$ cat config.mk
export PLATFORM = sky130hd
export DESIGN_NAME = lcl_timer
export DESIGN_NICKNAME = d
export VERILOG_FILES = /design/src/rtl/lcl_timer_pkg.sv /design/src/rtl/lcl_timer_pre.sv /design/src/rtl/lcl_timer_ctl.sv /design/src/rtl/lcl_timer_dp.sv /design/src/rtl/lcl_timer.sv
export SDC_FILE = /design/constraint.sdc
export NUM_CORES = 1
export LEC_CHECK = 0
export ABC_AREA = 1
export BUFFER_PORTS_ARGS = -buffer_cell sky130_fd_sc_hd__buf_2
export CORE_MARGIN = 2
export CORE_UTILIZATION = 50
export DETAILED_ROUTE_END_ITERATION = 8
export GPL_TIMING_DRIVEN = 0
export PLACE_DENSITY = 0.68
export SYNTH_ARGS = -nofsm -noshare
export SYNTH_HDL_FRONTEND = slang
export SYNTH_SLANG_ARGS = --single-unit
$ cat constraint.sdc
create_clock -name clk -period 4 [get_ports clk]
set_clock_uncertainty 0.15 [all_clocks]
set_input_delay 0.2 -clock clk [delete_from_list [all_inputs] [get_ports clk]]
set_output_delay 0.2 -clock clk [all_outputs]
set_load 0.05 [all_outputs]
$ cat src/rtl/lcl_timer_pkg.sv
package lcl_timer_pkg;
  // width of the prescale code and the resulting shift
  localparam int SHIFT_W = 3;
  // prescaler counter must reach 2^(2^SHIFT_W - 1) - 1
  localparam int PRE_W = (1 << SHIFT_W) - 1;

  typedef struct packed {
    logic load;    // take the start value
    logic dec;     // step down by one
    logic reload;  // repeat operation: copy the start value back
  } cnt_ops_t;
endpackage

$ cat src/rtl/lcl_timer_pre.sv
module lcl_timer_pre
  import lcl_timer_pkg::*;
(
  input  logic               clk,
  input  logic               rstN,
  input  logic               restart,
  input  logic [SHIFT_W-1:0] divCode,
  output logic               tick
);
  logic [SHIFT_W-1:0] shiftAmt;
  logic [PRE_W-1:0]   termVal;
  logic [PRE_W-1:0]   preCnt;

  always_comb begin
    shiftAmt = divCode + SHIFT_W'(1);
    termVal  = (PRE_W'(1) << shiftAmt) - PRE_W'(1);
    tick     = !restart && (preCnt >= termVal);
  end

  always_ff @(posedge clk) begin
    if (!rstN) begin
      preCnt <= '0;
    end else if (restart || tick) begin
      preCnt <= '0;
    end else begin
      preCnt <= preCnt + PRE_W'(1);
    end
  end
endmodule

$ cat src/rtl/lcl_timer_ctl.sv
module lcl_timer_ctl
  import lcl_timer_pkg::*;
#(
  parameter int VEC_W = 8
) (
  input  logic             clk,
  input  logic             rstN,
  input  logic             wrInit,
  input  logic             wrDiv,
  input  logic             wrEntry,
  input  logic [3:0]       divIn,
  input  logic [VEC_W-1:0] vecIn,
  input  logic             maskIn,
  input  logic             modeIn,
  input  logic             isZero,
  input  logic             isOne,
  input  logic             initNonZero,
  output cnt_ops_t         ops,
  output logic [3:0]       cfgDiv,
  output logic             fireValid,
  output logic [VEC_W-1:0] fireVector
);
  logic [SHIFT_W-1:0] divCode;
  logic [VEC_W-1:0]   vecReg;
  logic               maskReg;
  logic               perReg;
  logic               tick;
  logic               expire;

  always_ff @(posedge clk) begin
    if (!rstN) begin
      divCode <= '0;
      vecReg  <= '0;
      maskReg <= 1'b1;
      perReg  <= 1'b0;
    end else begin
      if (wrDiv) divCode <= {divIn[3], divIn[1:0]};
      if (wrEntry) begin
        vecReg  <= vecIn;
        maskReg <= maskIn;
        perReg  <= modeIn;
      end
    end
  end

  lcl_timer_pre uPre (
    .clk     (clk),
    .rstN    (rstN),
    .restart (wrInit),
    .divCode (divCode),
    .tick    (tick)
  );

  always_comb begin
    ops.load   = wrInit;
    ops.dec    = tick && !isZero;
    ops.reload = tick && isZero && perReg && initNonZero;
    expire     = tick && isOne;
    cfgDiv     = {divCode[2], 1'b0, divCode[1:0]};
  end

  always_ff @(posedge clk) begin
    if (!rstN) begin
      fireValid  <= 1'b0;
      fireVector <= '0;
    end else begin
      fireValid <= expire && !maskReg;
      if (expire) fireVector <= vecReg;
    end
  end
endmodule

$ cat src/rtl/lcl_timer_dp.sv
module lcl_timer_dp
  import lcl_timer_pkg::*;
#(
  parameter int CNT_W = 32
) (
  input  logic             clk,
  input  logic             rstN,
  input  cnt_ops_t         ops,
  input  logic [CNT_W-1:0] wrData,
  output logic [CNT_W-1:0] curCount,
  output logic             isZero,
  output logic             isOne,
  output logic             initNonZero
);
  logic [CNT_W-1:0] initReg;
  logic [CNT_W-1:0] countReg;

  always_ff @(posedge clk) begin
    if (!rstN) begin
      initReg  <= '0;
      countReg <= '0;
    end else if (ops.load) begin
      initReg  <= wrData;
      countReg <= wrData;
    end else if (ops.dec) begin
      countReg <= countReg - CNT_W'(1);
    end else if (ops.reload) begin
      countReg <= initReg;
    end
  end

  always_comb begin
    curCount    = countReg;
    isZero      = (countReg == '0);
    isOne       = (countReg == CNT_W'(1));
    initNonZero = (initReg != '0);
  end
endmodule

$ cat src/rtl/lcl_timer.sv
module lcl_timer
  import lcl_timer_pkg::*;
#(
  parameter int CNT_W    = 32,
  parameter int VEC_W    = 8,
  parameter int MASK_BIT = 16,
  parameter int MODE_BIT = 17
) (
  input  logic             clk,
  input  logic             rstN,
  input  logic             wrInit,
  input  logic             wrDiv,
  input  logic             wrEntry,
  input  logic [CNT_W-1:0] wrData,
  output logic [CNT_W-1:0] curCount,
  output logic [3:0]       cfgDiv,
  output logic             fireValid,
  output logic [VEC_W-1:0] fireVector
);
  cnt_ops_t ops;
  logic     isZero;
  logic     isOne;
  logic     initNonZero;

  lcl_timer_ctl #(.VEC_W(VEC_W)) uCtl (
    .clk         (clk),
    .rstN        (rstN),
    .wrInit      (wrInit),
    .wrDiv       (wrDiv),
    .wrEntry     (wrEntry),
    .divIn       (wrData[3:0]),
    .vecIn       (wrData[VEC_W-1:0]),
    .maskIn      (wrData[MASK_BIT]),
    .modeIn      (wrData[MODE_BIT]),
    .isZero      (isZero),
    .isOne       (isOne),
    .initNonZero (initNonZero),
    .ops         (ops),
    .cfgDiv      (cfgDiv),
    .fireValid   (fireValid),
    .fireVector  (fireVector)
  );

  lcl_timer_dp #(.CNT_W(CNT_W)) uDp (
    .clk         (clk),
    .rstN        (rstN),
    .ops         (ops),
    .wrData      (wrData),
    .curCount    (curCount),
    .isZero      (isZero),
    .isOne       (isOne),
    .initNonZero (initNonZero)
  );
endmodule

==> metrics.md <==
| Metric | Value |
|---|---|
| Leakage | around 3.4 nW |
| Die Height | between 100 and 150 um |
| HP Class | primary input to register |
| CTS tree | yes |
| Compound-gate portion of the synthesized area | 6.662% |
| Antenna-violating nets left | 0 |
| Post-Synth XOR/XNOR Area | roughly 3.5% |
| Final Wtd Congestion | 1.016 |
| Ys async rst share | 0% |
| Drt total wl | around 16 mm |
| Most numerous cell in the Yosys netlist | nand2_1 |
| Fmax achieved | 281.9 MHz |
| First-pass GRT wire length | between 20 and 30 mm |
| Post-synth top cells | nand2_1, nor2_1, dfxtp_1, inv_1, nand3_1 |
| Hold slack | ~0.023 ns |
| Pre-CTS setup slack | about 0.55 ns |
| # DRC | 0 |
| Ant. Diodes | 0 |
| Row cnt | 38 |
| CTS Root Buffer Type | clkbuf_8 |
| DIE AREA | 11860 um2 |
| Fin nets | about 1000 |
| Final worst slack | approximately 0.45 ns |
| Post-cts sizing count | 0 |
| Peak VDD IR | about 0.30 mV |
| Initial DRC count | about 370 |
| Cell Area, Synth | about 5500 um2 |
| Unrepaired setup endpoints after global routing | false |
| Antenna violations before repair | 0 |
| Outcome | finished clean |
| Critical setup path kind | register to register |
| Register area share after synthesis | approximately a third |
| Slowest cell on crit path | clkbuf_1 |
| Postcts setup bufs | 0 |
| Fin crit period | about 3.5 ns |
| Gr ovfl total | 0 |
| Crit-path leading delay family | simple AND/OR/NAND/NOR gates |
| Crit share post-route | roughly nine tenths |
| Initial core utilization | about half |
| Share of cells above drive strength 1 | ~17% |
| Drt via density | between 4 and 5 |
| Core footprint | roughly 11000 um2 |
| Number of clock sinks | between 90 and 100 |
| Slew Limit Fails | 0 |
| CTS buffer count | 9 |
| Area fraction in and, or, nand and nor cells after synthesis | between 40% and 50% |
| Post-synth top area cell | dfxtp_1 |
| WP data required | about 4.2 ns |
| Final setup fails | 0 |
| FF-to-FF setup slack | 0.45 ns |
| Share of the synthesized area in the top cell type | approximately a third |
| Adder-cell area share of the yosys netlist | under 10% |
| Top post-synthesis cells by area | dfxtp_1, nand2_1, nor2_1 |
| Rel. slew slack | between 50% and 60% |
| Cell count after synthesis | 875 |
| Post-synth net total | about 920 |
| Synth Area per Inst | ~6.3 um2 |
| Synth cell types | 33 |
| Crit path DAT | roughly 3.7 ns |
| Critical Path Fanout Max | 10 |
| Mux cell area share after synthesis | 0% |
| Buffers and inverters on the worst path | 3 |
| I/O pin cnt | 82 |
| Slowest stage delay, CP | between 0.4 and 0.5 ns |
| Crit-path cells | inv_1, nand2_1, ha_1, o21a_1, o21ai_0, o21ai_0, inv_1, ha_1, nand2_1, nor2_1, nand2_1, nand2_1, nand2_1, nor2_1, clkbuf_1, nand2_1, nand3_1, nor2_2, nor2_2 |
| Max_cap viols | 0 |
| Seq cells post-synth | 93 |
| Worst-Margin Slew | about 0.6 ns |
| Vias in the first global route | approximately 5100 |
| Setup tns final | 0 ns |
| Yosys Warn Count | 0 |
| DR vias | approximately 5500 |
| Wire per inst | about 14 um |
| Total Routing Usage GR | about 28% |
| CP most frequent cell | nand2_1 |
| Power per cell area | between 300 and 400 nW/um2 |
| Pre-antenna DRT Iters | 5 |
| Clk_lat worst skew | a little under 0.4 ns |
| Die outline width | approximately 110 um |
| Ys flop type | dfxtp_1 |
| Crit start category | register |
| CTS Buffer Depth | 2 |
| Worst-path clk slew | 0.10 ns |
| Fin util | around three fifths |
| Capturing element type of the critical path | register |
| IO Port Bufs | 78 |
| Largest net degree at the start of global routing | 17 |
| Area growth syn-to-layout | 20.30% |
| Final hold viol count | 0 |
| DP Wirelength | about 12 mm |
| EDFF count, synth | 0 |
| H-tree level count | 3 |
| Main combinational cell family by area after synthesis | simple AND/OR/NAND/NOR gates |
## metrics by stage
step | instance area, um2 | std cells | power (mW)
after global placement | 6068 | 1093 | 1.673
after global routing | 6620 | 1142 | 2.538
final | 6620 | 1142 | 2.424
after floorplan | 5503 | 875 | 1.515
after CTS | 6620 | 1142 | 2.422
after detailed placement | 6068 | 1093 | 1.676
## power breakdown
group          total [mW]  switching [mW]  leakage (nW)  internal [mW]
clock network       0.734           0.375         0.107          0.358
registers            1.03          0.0519         0.766          0.980
logic               0.658           0.450          2.48          0.208
## state kept, by name, summed over array words and instances, names as in the netlist
signal and count:
uDp.curCount 32, uCtl.uPre.preCnt 7, uCtl.vecReg 8, uDp.initReg 32, uCtl.fireValid 1, uCtl.perReg 1
uCtl.divCode 3, uCtl.fireVector 8, uCtl.maskReg 1
## metal layers
metal | up-vias | track usage (%) | routed length, um | part of all wire (%)
met2 | 169 | 42.41 | 6672 | 42
met4 | 0 | 9.158 | 313 | 2.0
met1 | 2385 | 41.41 | 7948 | 50
met3 | 18 | 3.407 | 1080 | 6.7
met5 | - | 0 | 0 | 0
li1 | 2951 | - | - | -
## path summary, 6_finish.rpt
kind | cells past startpoint | start | to
worst min register to register | 1 | uCtl.maskReg$_SDFFE_PN1P_ | uCtl.fireValid$_SDFF_PN0_
worst max register to register | 19 | uCtl.divCode[2]$_SDFFE_PN0P_ | uDp.curCount[12]$_SDFFE_PN0P_
worst max-delay path | 19 | uCtl.divCode[2]$_SDFFE_PN0P_ | uDp.curCount[12]$_SDFFE_PN0P_
worst min-delay path | 3 | wrInit | uDp.initReg[30]$_SDFFE_PN0P_
## final cells by class
type	instances	area [um2]
inverter	75	281.5
sequential	93	1862
tap	140	175.2
buffer	30	190.2
clock inverter	6	93.84
timing repair buffer	111	720.7
fill	1084	4173
clock buffer	10	127.6
multi-input combinational	677	3169
## cell usage in the layout, fill, tap and decap left out, types with 4 or more instances in the layout
cell | Yosys | final
nor2_1 | 151 | 151
dlygate4sd3_1 | 0 | 33
inv_1 | 72 | 72
o21ai_0 | 30 | 30
clkbuf_8 | 0 | 9
buf_2 | 8 | 86
nand4_1 | 7 | 7
xor2_1 | 20 | 20
buf_1 | 7 | 7
clkbuf_1 | 8 | 9
ha_1 | 12 | 12
nand2_1 | 297 | 297
dfxtp_1 | 93 | 93
nand3_1 | 50 | 50
a21oi_1 | 39 | 39
nor2_2 | 45 | 45
nand3b_1 | 4 | 4
## repair_timing
action / CTS / global route
endpoints found under the hold margin: 43 / 0
hold buffers: 33 / 0
setup endpoints to repair: 0 / 0
## worst min-delay path, stage by stage
cell     delay [ns]
buf_2          0.17
nand2_1        0.09
a21oi_1        0.06
## logic make-up after synthesis
kind of cell | count (synthesis)
buffers and inverters | 105
adder cells (fa/ha/maj) | 12
flip-flops | 93
AO/OA/AOI/OAI | 72
XOR/XNOR | 22
other | 1
AND/OR/NAND/NOR | 570
(Power assumes the default switching activity.)
